$ cat src/rtl/arb_pkg.sv
// Package: shared types of the core/DMA bus arbiter.
// Assumes: nothing; pure type definitions.
package arb_pkg;
    typedef enum logic [1:0] {
        OWN_NONE = 2'd0,
        OWN_CORE = 2'd1,
        OWN_DMA  = 2'd2
    } owner_e;

    typedef enum logic [1:0] {
        STK_BYTE     = 2'd0,
        STK_WORD     = 2'd1,
        STK_BLKWORD  = 2'd2,
        STK_BLKERASE = 2'd3
    } stall_kind_e;
endpackage

$ cat src/rtl/arb_stall_timer.sv
// Module: arb_stall_timer
// Loads a down-counter with a length chosen by the stall kind and holds
// the stall flag until it reaches zero. It ignores new starts while busy.
// Assumes: every length is at least 1.
module arb_stall_timer #(
    parameter int BYTE_CYC  = 11,
    parameter int WORD_CYC  = 8,
    parameter int BLKW_CYC  = 3,
    parameter int BLKE_CYC  = 127
) (
    input  logic       clk,
    input  logic       rst_n,
    input  logic       stall_go,
    input  logic [1:0] stall_kind,
    output logic       stalled
);
    import arb_pkg::*;

    localparam int MAX_AB = (BYTE_CYC > WORD_CYC) ? BYTE_CYC : WORD_CYC;
    localparam int MAX_CD = (BLKW_CYC > BLKE_CYC) ? BLKW_CYC : BLKE_CYC;
    localparam int MAXC   = (MAX_AB > MAX_CD) ? MAX_AB : MAX_CD;
    localparam int CW     = $clog2(MAXC + 1);

    logic [CW-1:0] cnt_q;
    logic [CW-1:0] load_val;

    // Select the stall length for the requested operation kind.
    always_comb begin
        case (stall_kind_e'(stall_kind))
            STK_BYTE:     load_val = CW'(BYTE_CYC);
            STK_WORD:     load_val = CW'(WORD_CYC);
            STK_BLKWORD:  load_val = CW'(BLKW_CYC);
            default:      load_val = CW'(BLKE_CYC);
        endcase
    end

    // Load on a start from idle, otherwise count down to zero.
    always_ff @(posedge clk) begin
        if (!rst_n)
            cnt_q <= '0;
        else if (cnt_q != '0)
            cnt_q <= cnt_q - 1'b1;
        else if (stall_go)
            cnt_q <= load_val;
    end

    assign stalled = (cnt_q != '0);

    assert_stall_progress_R10: assert property (@(posedge clk) disable iff (!rst_n)
        (cnt_q != '0) |=> (cnt_q == $past(cnt_q) - 1'b1));
    assert_stall_bounded_R9: assert property (@(posedge clk) disable iff (!rst_n)
        cnt_q <= CW'(MAXC));
endmodule

$ cat src/rtl/arb_wait_timer.sv
// Module: arb_wait_timer
// Counts the cycles a DMA request spends blocked behind the core and
// raises the promotion flag when the programmed limit is reached.
// Assumes: a limit of zero disables promotion.
module arb_wait_timer #(
    parameter int WAIT_W = 8
) (
    input  logic              clk,
    input  logic              rst_n,
    input  logic              dma_req,
    input  logic              blocked,
    input  logic              granted,
    input  logic [WAIT_W-1:0] wait_limit,
    output logic              promoted
);
    logic [WAIT_W-1:0] cnt_q;
    logic              prom_q;
    logic [WAIT_W:0]   cnt_next;

    assign cnt_next = {1'b0, cnt_q} + 1'b1;

    // Track blocked cycles; clear on release or grant; promote at limit.
    always_ff @(posedge clk) begin
        if (!rst_n) begin
            cnt_q  <= '0;
            prom_q <= 1'b0;
        end else if (!dma_req) begin
            cnt_q  <= '0;
            prom_q <= 1'b0;
        end else if (granted) begin
            cnt_q  <= '0;
        end else if (blocked && !prom_q && (wait_limit != '0)) begin
            if (cnt_next >= {1'b0, wait_limit}) begin
                cnt_q  <= '0;
                prom_q <= 1'b1;
            end else begin
                cnt_q  <= cnt_next[WAIT_W-1:0];
            end
        end
    end

    assign promoted = prom_q;

    assert_no_promote_at_zero_R4: assert property (@(posedge clk) disable iff (!rst_n)
        (wait_limit == '0 && !prom_q) |=> !prom_q);
    assert_promote_clears_R6: assert property (@(posedge clk) disable iff (!rst_n)
        !dma_req |=> !prom_q);
endmodule

$ cat src/rtl/arb_grant_fsm.sv
// Module: arb_grant_fsm
// Holds the bus owner and decides ownership changes. The owner keeps the
// bus while active; the DMA may take it from the core only through
// force-release.
// Assumes: core_active already folds in any running stall.
module arb_grant_fsm #(
    parameter int PRIO_W = 2
) (
    input  logic              clk,
    input  logic              rst_n,
    input  logic              core_active,
    input  logic              dma_req,
    input  logic [PRIO_W-1:0] core_prio,
    input  logic [PRIO_W-1:0] dma_prio,
    input  logic              promoted,
    output logic              gnt_core,
    output logic              gnt_dma,
    output logic              force_rel
);
    import arb_pkg::*;

    localparam logic [PRIO_W-1:0] TOP_PRIO = '1;

    owner_e owner_q, owner_d, pick;
    logic   dma_wins;

    // Decide whether the DMA outranks the core this cycle.
    always_comb begin
        dma_wins = promoted || (dma_prio == TOP_PRIO) || (dma_prio > core_prio);
    end

    // Arbitration result for a free bus.
    always_comb begin
        if (dma_req && (dma_wins || !core_active))
            pick = OWN_DMA;
        else if (core_active)
            pick = OWN_CORE;
        else
            pick = OWN_NONE;
    end

    assign force_rel = (owner_q == OWN_CORE) && dma_req && dma_wins;

    // Next owner: keep while active, re-arbitrate when idle or forced.
    always_comb begin
        case (owner_q)
            OWN_CORE: owner_d = force_rel ? OWN_DMA : (core_active ? OWN_CORE : pick);
            OWN_DMA:  owner_d = dma_req ? OWN_DMA : pick;
            default:  owner_d = pick;
        endcase
    end

    // Owner register.
    always_ff @(posedge clk) begin
        if (!rst_n)
            owner_q <= OWN_NONE;
        else
            owner_q <= owner_d;
    end

    assign gnt_core = (owner_q == OWN_CORE);
    assign gnt_dma  = (owner_q == OWN_DMA);

    assert_grant_onehot_R1: assert property (@(posedge clk) disable iff (!rst_n)
        $onehot0({gnt_core, gnt_dma}));
    assert_force_hands_over_R3: assert property (@(posedge clk) disable iff (!rst_n)
        force_rel |=> gnt_dma);
    assert_dma_keeps_bus_R8: assert property (@(posedge clk) disable iff (!rst_n)
        (gnt_dma && dma_req) |=> gnt_dma);
    assert_core_keeps_bus_R11: assert property (@(posedge clk) disable iff (!rst_n)
        (gnt_core && core_active && !force_rel) |=> gnt_core);
endmodule

$ cat src/rtl/core_dma_arbiter.sv
// Module: core_dma_arbiter (top)
// Shares one bus between the core and a DMA engine, using priority
// levels, wait-limit promotion of blocked DMA requests and a
// memory-controller stall timer that keeps the core active.
// Assumes: requests stay high for as long as the requester uses the bus.
module core_dma_arbiter #(
    parameter int PRIO_W   = 2,
    parameter int WAIT_W   = 8,
    parameter int BYTE_CYC = 11,
    parameter int WORD_CYC = 8,
    parameter int BLKW_CYC = 3,
    parameter int BLKE_CYC = 127
) (
    input  logic              clk,
    input  logic              rst_n,
    input  logic              core_req,
    input  logic [PRIO_W-1:0] core_prio,
    input  logic              dma_req,
    input  logic [PRIO_W-1:0] dma_prio,
    input  logic [WAIT_W-1:0] wait_limit,
    input  logic              stall_go,
    input  logic [1:0]        stall_kind,
    output logic              gnt_core,
    output logic              gnt_dma,
    output logic              force_rel,
    output logic              dma_promoted,
    output logic              core_stalled,
    output logic              dma_waiting
);
    logic core_active;
    logic blocked;

    arb_stall_timer #(
        .BYTE_CYC(BYTE_CYC), .WORD_CYC(WORD_CYC),
        .BLKW_CYC(BLKW_CYC), .BLKE_CYC(BLKE_CYC)
    ) u_stall (
        .clk(clk), .rst_n(rst_n), .stall_go(stall_go),
        .stall_kind(stall_kind), .stalled(core_stalled)
    );

    assign core_active = core_req | core_stalled;
    assign blocked     = dma_req & gnt_core;
    assign dma_waiting = blocked;

    arb_wait_timer #(.WAIT_W(WAIT_W)) u_wait (
        .clk(clk), .rst_n(rst_n), .dma_req(dma_req), .blocked(blocked),
        .granted(gnt_dma), .wait_limit(wait_limit), .promoted(dma_promoted)
    );

    arb_grant_fsm #(.PRIO_W(PRIO_W)) u_fsm (
        .clk(clk), .rst_n(rst_n), .core_active(core_active),
        .dma_req(dma_req), .core_prio(core_prio), .dma_prio(dma_prio),
        .promoted(dma_promoted), .gnt_core(gnt_core), .gnt_dma(gnt_dma),
        .force_rel(force_rel)
    );

    assert_force_only_when_core_owns_R3: assert property (@(posedge clk) disable iff (!rst_n)
        force_rel |-> (gnt_core && dma_req));
endmodule

$ cat config.mk
export PLATFORM = sky130hd
export DESIGN_NAME = core_dma_arbiter
export DESIGN_NICKNAME = d
export VERILOG_FILES = /design/src/rtl/arb_pkg.sv /design/src/rtl/arb_stall_timer.sv /design/src/rtl/arb_wait_timer.sv /design/src/rtl/arb_grant_fsm.sv /design/src/rtl/core_dma_arbiter.sv
export SDC_FILE = /design/constraint.sdc
export NUM_CORES = 1
export LEC_CHECK = 0
export ABC_CLOCK_PERIOD_IN_PS = 2400
export CAP_MARGIN = 20
export CORE_MARGIN = 3
export CORE_UTILIZATION = 47
export CTS_CLUSTER_DIAMETER = 50
export DETAILED_ROUTE_END_ITERATION = 12
export GPL_ROUTABILITY_DRIVEN = 0
export PLACE_DENSITY = 0.77
export SYNTH_ARGS = -nofsm -noshare
export SYNTH_HDL_FRONTEND = slang
export SYNTH_HIERARCHICAL = 1
export SYNTH_SLANG_ARGS = --single-unit
$ cat constraint.sdc
create_clock -name clk -period 2.4 [get_ports clk]
set_input_delay 0.48 -clock clk [delete_from_list [all_inputs] [get_ports clk]]
set_output_delay 0.48 -clock clk [all_outputs]
set_load 0.005 [all_outputs]
==> impl_metrics.env, run 1 <==
export IMPL_status="finished, final reports clean"
export IMPL_synthCells=155
export IMPL_period_minus_slack_ns=2.37
export IMPL_power_share_clock_pct=12.0
export IMPL_postSynthAreaPerCell_sq_um=8.75
export IMPL_clk_latency_ns=0.29
export IMPL_fill_cells=173
export IMPL_firstDrtPassIters=4
export IMPL_p_leak_uw=0.000911
export IMPL_dp_hpwl_mm=2.49
export IMPL_cellPowerDensity_nw_per_um2=618
export IMPL_ant_nets=0
export IMPL_max_cap_viol_count=0
export IMPL_endpoint_kind="register"
export IMPL_synth_area_leaders="dfxtp_1 (27%), ha_1 (14%), inv_1 (5.3%)"
export IMPL_grt_ovfl_total=0
export IMPL_fin_tns_setup_ns=0
export IMPL_hold_violations=0
export IMPL_cts_clk_slew_worst_paths_ns=0.10
export IMPL_tightestPinTransition_ns=0.503
export IMPL_syn_area_sq_um=1360
export IMPL_final_util_pct=75.0
export IMPL_critical_path_arrival_ns=2.61
export IMPL_synth_common_cells="inv_1 (19), dfxtp_1 (18), ha_1 (15)"
export IMPL_synth_seq_area_share_pct=26.6
export IMPL_cts_tree="yes"
export IMPL_syn_to_final_growth_pct=44.5
export IMPL_hp_class="register to register"
export IMPL_finalSetupViolCount=0
export IMPL_synth_ff_type="dfxtp_1"
export IMPL_ios=25
export IMPL_core_sq_um=2610
export IMPL_multiInputGateArea_sq_um=1030
export IMPL_die_h_um=59.7
export IMPL_drt_iter0_markers=75
export IMPL_die_area_sq_um=3570
export IMPL_path_max_fanout=4
export IMPL_grt_max_degree=10
export IMPL_cts_max_path_buffers=2
export IMPL_viasPerCell=5.65
export IMPL_yosysTopAreaCellShare_pct=26.6
export IMPL_final_nets=240
export IMPL_antenna_found_initial=0
export IMPL_p_seq_share_pct=34.8
export IMPL_crit_type="register to register"
export IMPL_wire_per_inst_um=15.2
export IMPL_cts_htree_levels=1
export IMPL_postCtsHoldBufs=0
export IMPL_drcViolationCount=0
export IMPL_track_usage_pct=19.6
export IMPL_wl_mm=3.56
export IMPL_ys_seq_elements=18
export IMPL_combPwrFrac_pct=53.2
export IMPL_post_route_period_util_pct=98.6
export IMPL_num_vias=1323
export IMPL_intPower_uw=762
export IMPL_cts_root_buffer="clkbuf_4"
export IMPL_place_area_sq_um=1730
export IMPL_row_count=18
export IMPL_async_flop_share_pct=0
export IMPL_slew_headroom_pct=66.2
export IMPL_start_kind="register"
export IMPL_io_buffers=24
export IMPL_finalClockSkew_ns=0.00677
export IMPL_p_sw_uw=448
export IMPL_synth_most_common_cell="inv_1"
export IMPL_cts_made_buffers=3
export IMPL_grt_pass1_wl_mm=5.40
export IMPL_switching_share_pct=37.0
export IMPL_seq_area_sq_um=372
export IMPL_drive_above_1_share_pct=30.9
export IMPL_ys_types=51
export IMPL_cp_required_ns=2.64
export IMPL_rsz0062_at_grt="yes"
export IMPL_die_w_um=59.7
export IMPL_design_area_sq_um=1960
export IMPL_vdd_ir_drop_max_mv=0.609
export IMPL_diodes=0
export IMPL_grt_pass1_vias=1280
export IMPL_initial_core_util_pct=51.9
export IMPL_timing_fmax_ghz=0.423
export IMPL_syn_nets=189
export IMPL_yosys_area_top_type="dfxtp_1"
export IMPL_report_final_slew_viol_count=0
export IMPL_clock_sinks=18
export IMPL_yosys_warnings=6
export IMPL_synth_edf_count=0
[sequential cells by signal (all words and copies together) (netlist names)]
signal and cells:
u_wait/promoted 1, u_fsm/owner_q 2, u_stall/cnt_q 7, u_wait/cnt_q 8
[worst paths after layout]
check | startpoint | to | slack (ns) | cells past startpoint
setup / recovery | u_wait/cnt_q[1]$_SDFFE_PP0P_ | u_wait/cnt_q[2]$_SDFFE_PP0P_ | 0.03 | 10
setup reg to reg | u_wait/cnt_q[1]$_SDFFE_PP0P_ | u_wait/cnt_q[2]$_SDFFE_PP0P_ | 0.03 | 10
hold reg to reg | u_wait/cnt_q[7]$_SDFFE_PP0P_ | u_wait/cnt_q[7]$_SDFFE_PP0P_ | 0.49 | 1
hold / removal | u_wait/cnt_q[7]$_SDFFE_PP0P_ | u_wait/cnt_q[7]$_SDFFE_PP0P_ | 0.49 | 1
[power by group through the flow]
stage                     clock network [uW]  registers, uW  logic (uW)
after floorplan                            0            412         371
after global placement                     0            420         540
after detailed placement                   0            423         562
after CTS                                152            419         609
after global routing                     167            429         708
final                                    145            422         644
[critical path, stage by stage (launching register included)]
cell and delay [ns]:
dfxtp_4 0.38, and4_4 0.24, and4_4 0.25, xnor2_4 0.14, ha_4 0.23, and3_4 0.15, a221oi_2 0.30, o21ai_2 0.13
buf_6 0.15, nor4b_4 0.21, a221o_1 0.14
[placed cells by master (no fill, tap or decap), types with 2 or more instances in the layout]
cell type	count
buf_4	22
clkdlybuf4s50_1	19
inv_1	16
dfxtp_1	13
ha_1	11
a21oi_1	7
nand2_1	6
nor2_1	6
nand3_1	6
a22o_1	5
o21ai_0	4
ha_4	4
clkbuf_4	3
dlygate4sd2_1	3
inv_2	3
nor2b_1	3
o211a_1	3
nand2b_1	3
and3_1	3
o21ai_1	3
o311a_1	3
dfxtp_2	3
a21o_2	3
nor3_2	2
xor2_1	2
nor3_1	2
a31oi_1	2
xnor2_1	2
xnor2_2	2
and4_4	2
nor4_1	2
dfxtp_4	2
buf_6	2
[metal layers]
layer	track usage, %	share of wire [%]
met5	0	0
met4	2.22	0.51
met3	4.54	4.4
met2	33.8	49
met1	25.6	46
[through the flow]
step | setup WS (ns) | power (uW) | hold slack [ns] | cells
after floorplan | 0.0783 | 783 | 0.442 | 155
after global placement | -0.300 | 960 | 0.459 | 222
after detailed placement | -0.343 | 985 | 0.459 | 222
after CTS | 0.00571 | 1180 | 0.489 | 230
after global routing | -0.0824 | 1300 | 0.520 | 234
final | 0.0337 | 1210 | 0.486 | 234
[area by class of cell]
class                           count  area share [%]
Clock buffer                        3            1.15
Timing Repair Buffer               48            21.5
Sequential cell                    18            19.0
Multi-Input combinational cell    116            52.8
Tap cell                           30            1.92
Inverter                           19            3.64
[cell families (layout without fill, tap and decap cells)]
family / after synthesis / in the layout / synth area share (%)
compound gates: 40 / 40 / 22.3
buf+inv: 21 / 70 / 6.37
fa+ha+maj: 15 / 15 / 13.8
mux: 1 / 1 / 0.830
xor+xnor: 8 / 8 / 5.17
simple gates: 52 / 52 / 24.9
flops: 18 / 18 / 26.6
[what timing repair did]
| item | 4_1_cts | 5_1_grt |
|---|---|---|
| setup buffers | 5 | 4 |
| endpoints found under the setup margin | 8 | 10 |
| gates resized for setup | 24 | 13 |
| pin swaps | 11 | 14 |
Power figures use the tool's default switching activity.
==> run 2: changes to the inputs <==
- PLACE_DENSITY: 0.77 -> 0.76
==> run 2 against run 1 <==
First-iteration DRC count decreased by 55%; die area unchanged; wire length decreased by 1.3%; critical endpoint is now u_wait/cnt_q[1]$_SDFFE_PP0P_; sequential share of layout area about the same; largest cell class unchanged.
==> impl_metrics.env, run 2 (same netlist as run 1, synthesis figures left out) <==
export IMPL_antenna_found_initial=0
export IMPL_routedLengthMet1_mm=1.50
export IMPL_dp_hpwl_mm=2.56
export IMPL_endpoint_kind="register"
export IMPL_viasPerCell=5.70
export IMPL_cts_htree_levels=1
export IMPL_final_nets=238
export IMPL_drcViolationCount=0
export IMPL_initial_core_util_pct=51.9
export IMPL_grt_pass1_wl_mm=5.46
export IMPL_design_area_sq_um=1950
export IMPL_tightestPinTransition_ns=0.448
export IMPL_finalSetupViolCount=0
export IMPL_cts_max_path_buffers=2
export IMPL_highest_layer="met4"
export IMPL_dp_cells=223
export IMPL_wl_met2_mm=1.76
export IMPL_ios=25
export IMPL_cts_root_buffer="clkbuf_4"
export IMPL_place_area_sq_um=1740
export IMPL_seq_area_sq_um=370
export IMPL_core_sq_um=2610
export IMPL_cts_tree="yes"
export IMPL_clock_sinks=18
export IMPL_slew_headroom_pct=69.9
export IMPL_p_total_uw=1190
export IMPL_report_final_slew_viol_count=0
export IMPL_vdd_ir_drop_max_mv=0.688
export IMPL_largest_register="u_wait/cnt_q"
export IMPL_path_max_fanout=6
export IMPL_met3_length_um=209
export IMPL_finalClockSkew_ns=0.00312
export IMPL_die_area_sq_um=3570
export IMPL_post_route_period_util_pct=97.7
export IMPL_crit_type="register to register"
export IMPL_cellPowerDensity_nw_per_um2=609
export IMPL_drive_above_1_share_pct=29.7
export IMPL_fin_cells=232
export IMPL_layout_commonest_cell="buf_4"
export IMPL_ant_nets=0
export IMPL_clk_latency_ns=0.29
export IMPL_wl_mm=3.51
export IMPL_status="finished, final reports clean"
export IMPL_grt_ovfl_total=0
export IMPL_hold_ws_ns=0.505
export IMPL_diodes=0
export IMPL_p_leak_uw=0.000890
export IMPL_firstDrtPassIters=4
export IMPL_die_w_um=59.7
export IMPL_wire_per_inst_um=15.1
export IMPL_largest_reg_flops=8
export IMPL_cts_clk_slew_worst_paths_ns=0.10
export IMPL_cp_required_ns=2.63
export IMPL_multiInputGateArea_sq_um=1040
export IMPL_hp_class="register to register"
export IMPL_period_minus_slack_ns=2.34
export IMPL_drt_iter0_markers=34
export IMPL_hold_violations=0
export IMPL_reg_top3="u_wait/cnt_q: 8 flops, u_stall/cnt_q: 7 flops, u_fsm/owner_q: 2 flops"
export IMPL_row_count=18
export IMPL_grt_max_degree=10
export IMPL_cts_made_buffers=3
export IMPL_syn_to_final_growth_pct=43.7
export IMPL_timing_fmax_ghz=0.427
export IMPL_critical_path_arrival_ns=2.58
export IMPL_final_util_pct=74.6
export IMPL_io_buffers=24
export IMPL_start_kind="register"
export IMPL_num_vias=1323
export IMPL_track_usage_pct=19.8
export IMPL_grt_pass1_vias=1270
export IMPL_max_cap_viol_count=0
export IMPL_fill_cells=179
export IMPL_layout_common_cells="buf_4 (20), clkdlybuf4s50_1 (19), inv_1 (16), dfxtp_1 (14), ha_1 (10)"
export IMPL_die_h_um=59.7
export IMPL_rsz0062_at_grt="yes"
[run 2: final timing paths]
kind	start	endpoint	slack, ns	cells after the start
max	u_wait/cnt_q[3]$_SDFFE_PP0P_	u_wait/cnt_q[1]$_SDFFE_PP0P_	0.06	9
max reg2reg	u_wait/cnt_q[3]$_SDFFE_PP0P_	u_wait/cnt_q[1]$_SDFFE_PP0P_	0.06	9
min reg2reg	u_wait/cnt_q[7]$_SDFFE_PP0P_	u_wait/cnt_q[7]$_SDFFE_PP0P_	0.51	1
min	u_wait/cnt_q[7]$_SDFFE_PP0P_	u_wait/cnt_q[7]$_SDFFE_PP0P_	0.51	1
[run 2: timing repair]
action	in CTS	in global routing
setup buffers	5	1
pin swaps	6	12
setup endpoints to repair	8	11
gates resized for setup	19	17
hold buffers	0	0
cloned	0	0
[run 2: power by group]
part           switching, uW  internal [uW]  total (uW)
registers               61.6            360         421
logic                    290            326         616
clock network           90.9           58.4         149
total                    443            744        1190
[run 2: layout make-up]
type / instances / area share [%]
flip-flops and latches: 18 / 19.0
repair buffers: 46 / 20.9
well taps: 30 / 1.93
clock buffers: 3 / 1.16
multi-input cells: 116 / 53.4
inverters: 19 / 3.66
[run 2: per-layer routing]
metal  vias to the layer above  track usage, %
met5                         -               0
met1                       619            24.5
met4                         0            3.80
met3                         6            4.10
li1                        663               -
met2                        35            35.0
[run 2: critical path, cell delays in order (launching register included)]
cell,delay (ns)
dfxtp_1,0.36
and4_4,0.25
and4_4,0.26
xnor2_4,0.14
ha_4,0.23
and3_4,0.18
a221oi_4,0.26
o21ai_2,0.12
nor3_4,0.28
a22o_1,0.20
[run 2: metrics by stage]
stage	setup TNS [ns]	setup WS, ns
after global placement	-0.329	-0.293
after CTS	0	0.00565
after detailed placement	-0.660	-0.354
final	0	0.0555
after global routing	-0.265	-0.0547
after floorplan	0	0.0783
